==> src/rtl/xfp_pkg.sv <==
package xfp_pkg;
    localparam int FLAG_W   = 6;
    localparam int F_TXLVL  = 0;
    localparam int F_RXLVL  = 1;
    localparam int F_TXOVF  = 2;
    localparam int F_RXOVF  = 3;
    localparam int F_TXUNF  = 4;
    localparam int F_RXUNF  = 5;

    // transmit trigger code to byte count
    function automatic int unsigned tx_trig_bytes(input logic [1:0] code);
        case (code)
            2'd0:    return 0;
            2'd1:    return 4;
            2'd2:    return 8;
            default: return 14;
        endcase
    endfunction
endpackage

==> src/rtl/xfp_fifo_core.sv <==
module xfp_fifo_core #(
    parameter  int DEPTH = 16,
    parameter  int WIDTH = 8,
    localparam int AW    = (DEPTH > 1) ? $clog2(DEPTH) : 1,
    localparam int CW    = $clog2(DEPTH + 1)
) (
    input  logic             clk,
    input  logic             rst,
    input  logic             push_i,
    input  logic [WIDTH-1:0] wdata_i,
    input  logic             pop_i,
    output logic [WIDTH-1:0] rdata_o,
    output logic [CW-1:0]    count_o,
    output logic [CW-1:0]    count_next_o,
    output logic             drop_o,
    output logic             starve_o
);
    localparam logic [CW-1:0] FULL_CNT = CW'(DEPTH);
    localparam logic [AW-1:0] LAST_PTR = AW'(DEPTH - 1);

    typedef struct packed {
        logic [AW-1:0] wr_ptr;
        logic [AW-1:0] rd_ptr;
        logic [CW-1:0] cnt;
    } fifo_st_t;

    fifo_st_t st_d, st_q;
    logic [WIDTH-1:0] mem_q [DEPTH];
    logic empty, full, pop_ok, push_ok;

    always_comb begin
        empty   = (st_q.cnt == '0);
        full    = (st_q.cnt == FULL_CNT);
        pop_ok  = pop_i && !empty;
        push_ok = push_i && (!full || pop_ok);
        st_d    = st_q;
        if (push_ok) st_d.wr_ptr = (st_q.wr_ptr == LAST_PTR) ? '0 : st_q.wr_ptr + 1'b1;
        if (pop_ok)  st_d.rd_ptr = (st_q.rd_ptr == LAST_PTR) ? '0 : st_q.rd_ptr + 1'b1;
        case ({push_ok, pop_ok})
            2'b10:   st_d.cnt = st_q.cnt + 1'b1;
            2'b01:   st_d.cnt = st_q.cnt - 1'b1;
            default: st_d.cnt = st_q.cnt;
        endcase
    end

    always_ff @(posedge clk) begin
        if (rst) st_q <= '0;
        else     st_q <= st_d;
    end

    always_ff @(posedge clk) begin
        if (!rst && push_ok) mem_q[st_q.wr_ptr] <= wdata_i;
    end

    assign rdata_o      = empty ? '0 : mem_q[st_q.rd_ptr];
    assign count_o      = st_q.cnt;
    assign count_next_o = st_d.cnt;
    assign drop_o       = push_i && !push_ok;
    assign starve_o     = pop_i && empty;

    // fill never exceeds depth
    a_r2_fill_bounded: assert property (@(posedge clk) disable iff (rst)
        count_o <= FULL_CNT);
    // simultaneous push and pop on a non-empty FIFO keeps the fill
    a_r9_push_pop_hold: assert property (@(posedge clk) disable iff (rst)
        (push_i && pop_i && count_o != '0) |=> $stable(count_o));
endmodule

==> src/rtl/xfp_trig_flag.sv <==
module xfp_trig_flag #(
    parameter int CW          = 5,
    parameter bit AT_OR_ABOVE = 1'b0,
    parameter bit RST_VAL     = 1'b0
) (
    input  logic          clk,
    input  logic          rst,
    input  logic [CW-1:0] fill_next_i,
    input  logic [CW-1:0] trig_i,
    input  logic          clr_i,
    output logic          flag_o
);
    logic hit;
    logic flag_d, flag_q;

    generate
        if (AT_OR_ABOVE) begin : g_ge
            always_comb hit = (fill_next_i >= trig_i);
        end else begin : g_le
            always_comb hit = (fill_next_i <= trig_i);
        end
    endgenerate

    always_comb begin
        flag_d = flag_q;
        if (clr_i) flag_d = 1'b0;
        if (hit)   flag_d = 1'b1;
    end

    always_ff @(posedge clk) begin
        if (rst) flag_q <= RST_VAL;
        else     flag_q <= flag_d;
    end

    assign flag_o = flag_q;
endmodule

==> src/rtl/xfp_fifo_pair.sv <==
module xfp_fifo_pair
    import xfp_pkg::*;
#(
    parameter  int DEPTH = 16,
    localparam int CW    = $clog2(DEPTH + 1)
) (
    input  logic              clk,
    input  logic              rst,
    input  logic              sw_tx_push,
    input  logic [7:0]        sw_tx_byte,
    input  logic              sw_rx_pop,
    output logic [7:0]        sw_rx_byte,
    input  logic [1:0]        cfg_tx_lvl,
    input  logic [3:0]        cfg_rx_lvl,
    input  logic              sw_flag_wr,
    input  logic [FLAG_W-1:0] sw_flag_wdata,
    output logic [FLAG_W-1:0] flags_o,
    output logic [CW-1:0]     tx_fill_o,
    output logic [CW-1:0]     rx_fill_o,
    input  logic              bus_tx_pop,
    output logic [7:0]        bus_tx_byte,
    input  logic              bus_rx_push,
    input  logic [7:0]        bus_rx_byte
);
    typedef struct packed {
        logic tx_ovf;
        logic rx_ovf;
        logic tx_unf;
        logic rx_unf;
    } sticky_t;

    sticky_t sk_d, sk_q;
    logic [CW-1:0] tx_next, rx_next, tx_trig, rx_trig;
    logic tx_drop, tx_starve, rx_drop, rx_starve;
    logic tx_lvl, rx_lvl;
    logic [FLAG_W-1:0] clr_vec;

    xfp_fifo_core #(.DEPTH(DEPTH), .WIDTH(8)) u_tx_fifo (
        .clk(clk), .rst(rst),
        .push_i(sw_tx_push), .wdata_i(sw_tx_byte),
        .pop_i(bus_tx_pop), .rdata_o(bus_tx_byte),
        .count_o(tx_fill_o), .count_next_o(tx_next),
        .drop_o(tx_drop), .starve_o(tx_starve)
    );

    xfp_fifo_core #(.DEPTH(DEPTH), .WIDTH(8)) u_rx_fifo (
        .clk(clk), .rst(rst),
        .push_i(bus_rx_push), .wdata_i(bus_rx_byte),
        .pop_i(sw_rx_pop), .rdata_o(sw_rx_byte),
        .count_o(rx_fill_o), .count_next_o(rx_next),
        .drop_o(rx_drop), .starve_o(rx_starve)
    );

    always_comb begin
        tx_trig = CW'(tx_trig_bytes(cfg_tx_lvl));
        rx_trig = CW'(cfg_rx_lvl) + 1'b1;
        clr_vec = sw_flag_wr ? ~sw_flag_wdata : '0;
    end

    xfp_trig_flag #(.CW(CW), .AT_OR_ABOVE(1'b0), .RST_VAL(1'b1)) u_tx_flag (
        .clk(clk), .rst(rst), .fill_next_i(tx_next), .trig_i(tx_trig),
        .clr_i(clr_vec[F_TXLVL]), .flag_o(tx_lvl)
    );

    xfp_trig_flag #(.CW(CW), .AT_OR_ABOVE(1'b1), .RST_VAL(1'b0)) u_rx_flag (
        .clk(clk), .rst(rst), .fill_next_i(rx_next), .trig_i(rx_trig),
        .clr_i(clr_vec[F_RXLVL]), .flag_o(rx_lvl)
    );

    always_comb begin
        sk_d = sk_q;
        if (clr_vec[F_TXOVF]) sk_d.tx_ovf = 1'b0;
        if (clr_vec[F_RXOVF]) sk_d.rx_ovf = 1'b0;
        if (clr_vec[F_TXUNF]) sk_d.tx_unf = 1'b0;
        if (clr_vec[F_RXUNF]) sk_d.rx_unf = 1'b0;
        if (tx_drop)   sk_d.tx_ovf = 1'b1;
        if (rx_drop)   sk_d.rx_ovf = 1'b1;
        if (tx_starve) sk_d.tx_unf = 1'b1;
        if (rx_starve) sk_d.rx_unf = 1'b1;
    end

    always_ff @(posedge clk) begin
        if (rst) sk_q <= '0;
        else     sk_q <= sk_d;
    end

    always_comb begin
        flags_o          = '0;
        flags_o[F_TXLVL] = tx_lvl;
        flags_o[F_RXLVL] = rx_lvl;
        flags_o[F_TXOVF] = sk_q.tx_ovf;
        flags_o[F_RXOVF] = sk_q.rx_ovf;
        flags_o[F_TXUNF] = sk_q.tx_unf;
        flags_o[F_RXUNF] = sk_q.rx_unf;
    end

    // transmit flag is 1 while the fill sits at or below a steady trigger
    a_r3_tx_flag_at_level: assert property (@(posedge clk) disable iff (rst)
        ($stable(cfg_tx_lvl) && tx_fill_o <= tx_trig) |-> flags_o[F_TXLVL]);
    // receive flag is 1 while the fill sits at or above a steady trigger
    a_r5_rx_flag_at_level: assert property (@(posedge clk) disable iff (rst)
        ($stable(cfg_rx_lvl) && rx_fill_o >= rx_trig) |-> flags_o[F_RXLVL]);
    // writing 1 never lowers a set bit
    a_r6_one_keeps_flag: assert property (@(posedge clk) disable iff (rst)
        (sw_flag_wr && (sw_flag_wdata & flags_o) == flags_o) |=>
        ((flags_o & $past(flags_o)) == $past(flags_o)));
    // push into a full transmit FIFO without a pop is dropped
    a_r7_tx_overflow: assert property (@(posedge clk) disable iff (rst)
        (sw_tx_push && !bus_tx_pop && tx_fill_o == CW'(DEPTH)) |=>
        (tx_fill_o == CW'(DEPTH) && flags_o[F_TXOVF]));
    // pop from an empty receive FIFO sets its underflow bit
    a_r8_rx_underflow: assert property (@(posedge clk) disable iff (rst)
        (sw_rx_pop && rx_fill_o == '0) |=> flags_o[F_RXUNF]);
endmodule

==> config.mk <==
export PLATFORM = sky130hd
export DESIGN_NAME = xfp_fifo_pair
export DESIGN_NICKNAME = d
export VERILOG_FILES = /design/src/rtl/xfp_pkg.sv /design/src/rtl/xfp_fifo_core.sv /design/src/rtl/xfp_trig_flag.sv /design/src/rtl/xfp_fifo_pair.sv
export SDC_FILE = /design/constraint.sdc
export NUM_CORES = 1
export LEC_CHECK = 0
export ABC_CLOCK_PERIOD_IN_PS = 3300
export BUFFER_PORTS_ARGS = -buffer_cell sky130_fd_sc_hd__buf_2
export CORE_MARGIN = 3
export CORE_UTILIZATION = 35
export CTS_BUF_LIST = sky130_fd_sc_hd__clkbuf_4 sky130_fd_sc_hd__clkbuf_8 sky130_fd_sc_hd__clkbuf_16
export DETAILED_ROUTE_END_ITERATION = 8
export PLACE_DENSITY = 0.55
export SLEW_MARGIN = 5
export SYNTH_ARGS = -nofsm -noshare
export SYNTH_HDL_FRONTEND = slang
export SYNTH_SLANG_ARGS = --single-unit
export TNS_END_PERCENT = 5
==> constraint.sdc <==
create_clock -name clk -period 3.3 [get_ports clk]
set_input_delay 0.165 -clock clk [delete_from_list [all_inputs] [get_ports clk]]
set_output_delay 0.165 -clock clk [all_outputs]
set_load 0.02 [all_outputs]
## Word-level counts from Yosys, hierarchy flattened

Memories as Yosys holds them, arrays and structs flattened. A register that Yosys moved wholly into a read port is not among the register bits.
Cells that the tools add are included.

| cells by class | value |
|---|---|
| equal/unequal tests | 12 |
| bitwise operators | 1 |
| add/sub/neg operators | 9 |
| reductions and logical operators | 28 |
| multiplexer cells | 28 |
| $lt $le $gt $ge | 2 |

Operators with widths:

| kind | number |
|---|---|
| $mux 4 | 8 |
| $pmux 5 s2 | 2 |
| $add 4x1->4 const B | 4 |
| $eq 4x4->1 const B | 4 |
| $mux 8 | 2 |
| $mux 1 | 14 |
| $pmux 4 s3 | 1 |
| $add 5x1->5 const B | 2 |
| $eq 5x5->1 const B | 2 |
| $logic_and 1x1->1 | 10 |
| $logic_not 5->1 | 2 |
| $reduce_bool 2->1 | 5 |
| $sub 5x1->5 const B | 2 |
| $logic_not 1->1 | 7 |
| $eq 2x1->1 const B | 3 |
| $eq 2x2->1 const B | 3 |
| $mux 6 | 1 |
| $not 6->6 | 1 |
| $add 4x1->5 const B | 1 |
| $ge 5x5->1 | 1 |
| $le 5x4->1 | 1 |
| $logic_not 2->1 | 1 |
| $logic_or 1x1->1 | 2 |
| $reduce_or 2->1 | 1 |

| word-level totals | value |
|---|---|
| output and inout bits | 32 |
| RAM bits | 256 |
| logic and storage cells | 94 |
| memories kept | 2 |
| flip-flop bits (word level) | 32 |

Memory list:

| name | depth | width | read ports | clocked after memory_dff | wr ports | line | text |
|---|---|---|---|---|---|---|---|
| u_rx_fifo.mem_q | 16 | 8 | 1 | 1 | 1 | xfp_fifo_core.sv:28 | `logic [WIDTH-1:0] mem_q [DEPTH];` |
| u_tx_fifo.mem_q | 16 | 8 | 1 | 1 | 1 | xfp_fifo_core.sv:28 |  |

## Logic depth before layout (Yosys ltp)

| depth | value |
|---|---|
| depth after elaboration | 9 |
| depth in mapped cells | 17 |
| gate-level depth less buffers | 14 |

## By module

Synthesis repeated with hierarchy kept, for this count alone.

| unflattened totals | value |
|---|---|
| cells, all modules | 723 |
| area total of the unflattened synthesis | 12487.0 um2 |

Modules (own cells, without submodules):

| module | cells an instance | area an instance (um2) | instances | sequential area each (um2) |
|---|---|---|---|---|
| xfp_fifo_core (u_tx_fifo) | 340 | 6030.8 | 1 | 4184.0 |
| xfp_fifo_core (u_rx_fifo) | 315 | 5921.9 | 1 | 4184.0 |
| xfp_fifo_pair | 30 | 230.2 | 1 | 80.1 |
| xfp_trig_flag (u_rx_flag) | 18 | 153.9 | 1 | 20.0 |
| xfp_trig_flag (u_tx_flag) | 20 | 150.1 | 1 | 20.0 |

## Least setup slack after synthesis

No wires, ideal clock.

| path | value |
|---|---|
| path type | flip-flop to flip-flop |
| start | reg u_tx_fifo.st_q, in the netlist u_tx_fifo.count_o[1] |
| end | reg u_tx_flag.flag_q, in the netlist u_tx_flag.flag_o |
| arrival time | 3279 ps |
| setup slack | -101 ps |
| stages on the path, launching flop included | 18 |
| required time | 3178 ps |
| library setup time | 122 ps |
| buffers on the path | 3 |
| path through | dfxtp_1 or4_1 buf_2 o21a_1 buf_2 ha_1 buf_2 xor2_1 ha_1 a21oi_1 xor2_1 nor2_1 xor2_1 ha_1 nand2_1 o21ai_0 nand2_1 a221o_1 |

| between the ends | value |
|---|---|
| word-level cells in the longest chain between the ends | 9 |

RTL lines:

| element | line | text |
|---|---|---|
| start: declaration | xfp_fifo_core.sv:27 | `fifo_st_t st_d, st_q;` |
| start signal: assignment | xfp_fifo_core.sv:48 | `else st_q <= st_d;` |
| $logic_not 5->1 | xfp_fifo_core.sv:32 | `empty = (st_q.cnt == '0);` |
| $logic_not 1->1 | xfp_fifo_core.sv:34 | `pop_ok = pop_i && !empty;` |
| $logic_and 1x1->1 | xfp_fifo_core.sv:34 |  |
| $logic_or 1x1->1 | xfp_fifo_core.sv:35 | `push_ok = push_i && (!full \|\| pop_ok);` |
| $logic_and 1x1->1 | xfp_fifo_core.sv:35 |  |
| $eq 2x1->1 or $eq 2x2->1 (tied branches) | xfp_fifo_core.sv:39 | `case ({push_ok, pop_ok})` |
| $pmux 5 s2 * | xfp_fifo_core.sv:39 |  |
| net tx_next[2] | xfp_fifo_pair.sv:33 | `logic [CW-1:0] tx_next, rx_next, tx_trig, rx_trig;` |
| $le 5x4->1 * | xfp_trig_flag.sv:20 | `always_comb hit = (fill_next_i <= trig_i);` |
| $reduce_or 2->1 (no source line) * | -- |  |
| end signal: assignment | xfp_trig_flag.sv:32 | `else flag_q <= flag_d;` |
| end: declaration | xfp_trig_flag.sv:14 | `logic flag_d, flag_q;` |

Mark *: on every way through the listed nets, which the timed path passes. The rest lies on a longest branch.
A chain may end at the register's enable or synchronous reset.

## Worst setup path after layout

| path | value |
|---|---|
| start | reg u_tx_fifo.st_q, in the netlist u_tx_fifo.count_o[3] |
| end | reg u_tx_flag.flag_q, in the netlist u_tx_flag.flag_o |

The elaborated chain is that of the path after synthesis.

==> impl_metrics.py <==
metrics = {
    "outcome": {
        "outcome": "finished clean",
    },
    "floorplan": {
        "coreArea_um2": 33900,
        "die_h_um": 192,
        "start_util_pct": 35.9,
        "rows": 67,
        "ios": 67,
        "dieArea_um2": 37000,
        "die_w_um": 192,
    },
    "clock_tree": {
        "clkSinkCount": 296,
        "cts_htree_levels": 1,
        "cts_root_buf": "clkbuf_16",
        "cts_setup_buffers": 0,
        "cts_tree": "done",
        "cts_buffer_depth": 3,
        "numCtsBuffers": 30,
        "clk_latency_ps": 550,
        "clkTransAtPathRegs_ps": 60,
    },
    "cells_and_area": {
        "fin_nets": 876,
        "drive_above_1_share_pct": 29.3,
        "area_growth_pct": 17.9,
        "stdcell_area_um2": 14400,
        "insertedDiodeCount": 0,
    },
    "sta": {
        "hold_viol_final": 0,
        "min_period_ps": 3080,
        "max_slew_margin_pct": 39.3,
        "worstMarginPinSlew_ps": 907,
        "rsz0062_at_grt": "false",
        "fin_crit_sh_pct": 93.3,
        "report.final.setup_viol": 0,
        "fin_worst_skew_ps": 19.1,
        "finalSetupTns_ps": 0,
        "clock.fmax_mhz": 325,
        "maxSlewViolCount": 0,
    },
    "routing": {
        "vias": 6329,
        "drt_iter0_markers": 291,
        "wirelength_um": 24700,
        "wl_met2_um": 12300,
        "met3_length_um": 869,
        "m1WireLength_um": 11000,
        "drtAntennaViolNets": 0,
        "avgRoutedWirePerCell_um": 19.2,
        "highest_layer": "met4",
        "vias_per_cell": 4.93,
        "drt_pre_antenna_iters": 5,
        "drc": 0,
    },
    "global_route": {
        "grt.total_usage_pct": 13.5,
        "antenna_found_initial": 0,
        "grt_pass1_vias": 6537,
        "grt_first_pass_wirelength_um": 38100,
        "gr-total-overflow": 0,
        "grt_max_degree": 34,
    },
    "yosys": {
        "synth_common_cells": "256 x edfxtp_1, 64 x mux4_2, 53 x nor2_1",
        "synth_nets": 753,
        "ys_ff_latch": 296,
        "syn_area_per_cell_um2": 17.6,
        "yosys.area_share.simple_pct": 4.92,
        "synth_top_area_cell": "edfxtp_1",
        "ys_types": 52,
        "synth_top_area_share_pct": 63.2,
        "synthAdderAreaFrac_pct": 2.73,
        "synthesis.area_um2": 12200,
        "ys.flop_type": "edfxtp_1",
        "synth-seq-area-share_pct": 69.8,
        "yosys-top-cells-area": "edfxtp_1 63%, mux4_2 12%, dfxtp_1 6.6%",
        "synth-xor-area-share_pct": 1.15,
        "synth_top_family_by_area": "multiplexers",
        "ys_warn_count": 0,
        "async_flop_share_pct": 0,
        "synthMostInstantiatedCell": "edfxtp_1",
        "synth_compound_area_share_pct": 3.91,
        "synth_edf_count": 256,
        "synth.area.mux_share_pct": 15.3,
        "synthCells": 692,
    },
    "setup_path": {
        "critical_path.top_delay_family": "simple AND/OR/NAND/NOR gates",
        "cp_max_fo": 5,
        "crit_chain": "or4_4 > o21a_1 > ha_1 > xor2_1 > ha_2 > a21oi_2 > xor2_1 > nor2_1 > xor2_1 > ha_1 > nand2_1 > o21ai_1 > nand2_1 > a221o_1",
        "path_buf_inv": 0,
        "rrSetupSlack_ps": 220,
        "critPathLaunchType": "flip-flop",
        "cpMaxStageDelayCell": "or4_4",
        "criticalPathCategory": "flip-flop to flip-flop",
        "crit_top_cell": "xor2_1",
        "required_ps": 3740,
        "cp_slowest_stage_delay_ps": 580,
        "end_kind": "flip-flop",
        "crit_arrival_ps": 3520,
    },
    "place": {
        "placedInstanceArea_um2": 13200,
        "dp_hpwl_um": 16100,
        "gp_congestion": 0.747,
        "io_buffers": 66,
    },
    "power": {
        "power_density_nw_per_um2": 714,
        "p_leak_nw": 4.82,
        "peakVddDrop_mv": 0.369,
    },
    "run": {
        "cap_violations": 0,
    },
    "worst_hold_path": {
        "hold_class": "primary input to flip-flop",
    },
}
[power by group]
group          switching [mW]  leakage (nW)  internal (mW)
clock                    1.35         0.457           1.79
combinational            1.46          1.73           1.29
sequential              0.164          2.63           4.20
total                    2.97          4.82           7.27
[area by class of cell]
type	instances	area, um^2
clock inverter	18	123
fill	3037	19500
sequential	296	8490
timing repair buffer	134	906
inverter	14	52.6
tap	448	561
clock buffer	36	796
multi-input combinational	339	3420
[sequential cells by signal, indices dropped and copies added, names as in the netlist, 4 cells and up, named ones only]
signal             cells
u_tx_fifo.mem_q      128
u_tx_fifo.count_o      5
u_rx_fifo.mem_q      128
u_rx_fifo.st_q         8
u_tx_fifo.st_q         8
u_rx_fifo.count_o      5
flags_o                4
[worst reg2reg max path: cells and delay by family, from the launching register on]
family,cells,cell delay [ps]
adder cells (fa/ha/maj),3,700
AND/OR/NAND/NOR,4,760
AO/OA/AOI/OAI,4,730
XOR/XNOR,3,470
flip-flops,1,310
[cells in the final DEF, fill, tap and decap left out, drive strengths merged, types with 18 or more instances in the layout]
cell / Yosys / final
edfxtp: 256 / 256
buf: 25 / 113
mux4: 64 / 64
nor2: 54 / 54
dfxtp: 40 / 40
mux2i: 39 / 39
clkbuf: 18 / 36
nand2: 25 / 25
ha: 25 / 25
dlygate4sd3: 0 / 21
a21oi: 18 / 18
[stage by stage]
step | instances | total power, mW | setup WS (ps) | hold slack [ps] | utilization, %
6_report | 1285 | 10.2 | 223 | 20.8 | 42.4
5_1_grt | 1285 | 10.8 | 1.74 | 22.2 | 42.4
4_1_cts | 1285 | 10.4 | 115 | 0.899 | 42.4
3_5_place_dp | 1210 | 7.20 | 132 | 464 | 39.0
3_3_place_gp | 1210 | 7.19 | 167 | 456 | 39.0
2_1_floorplan | 692 | 6.47 | 11.4 | 264 | -
[cell families after synthesis]
family / count (synthesis)
DFF: 296
and+or+nand+nor: 123
muxes: 105
AOI/OAI and AO/OA: 69
buffers and inverters: 57
adders and majority gates: 26
xor gates and xnor gates: 16
[routing by layer]
metal	track usage, %	up-vias
li1	-	2963
met1	18.1	3212
met2	23.2	118
met3	1.82	36
met4	3.19	0
met5	0	-
[path summary, 6_finish.rpt]
| path | from | to | cells after the start |
|---|---|---|---|
| worst max-delay path | u_tx_fifo.count_o[3] | u_tx_flag.flag_o | 14 |
| worst min-delay path | bus_rx_byte[4] | u_rx_fifo.mem_q[11][4] | 1 |
| worst max register to register | u_tx_fifo.count_o[3] | u_tx_flag.flag_o | 14 |
| worst min register to register | u_tx_flag.flag_o | u_tx_flag.flag_o | 1 |
[timing repair]
action                                  in CTS  in global routing
endpoints found under the setup margin       0                  2
hold buffers                                21                  0
gates resized for setup                      0                  2
hold endpoints to repair                   177                  0
No activity file was read; power rests on OpenSTA's default activity.
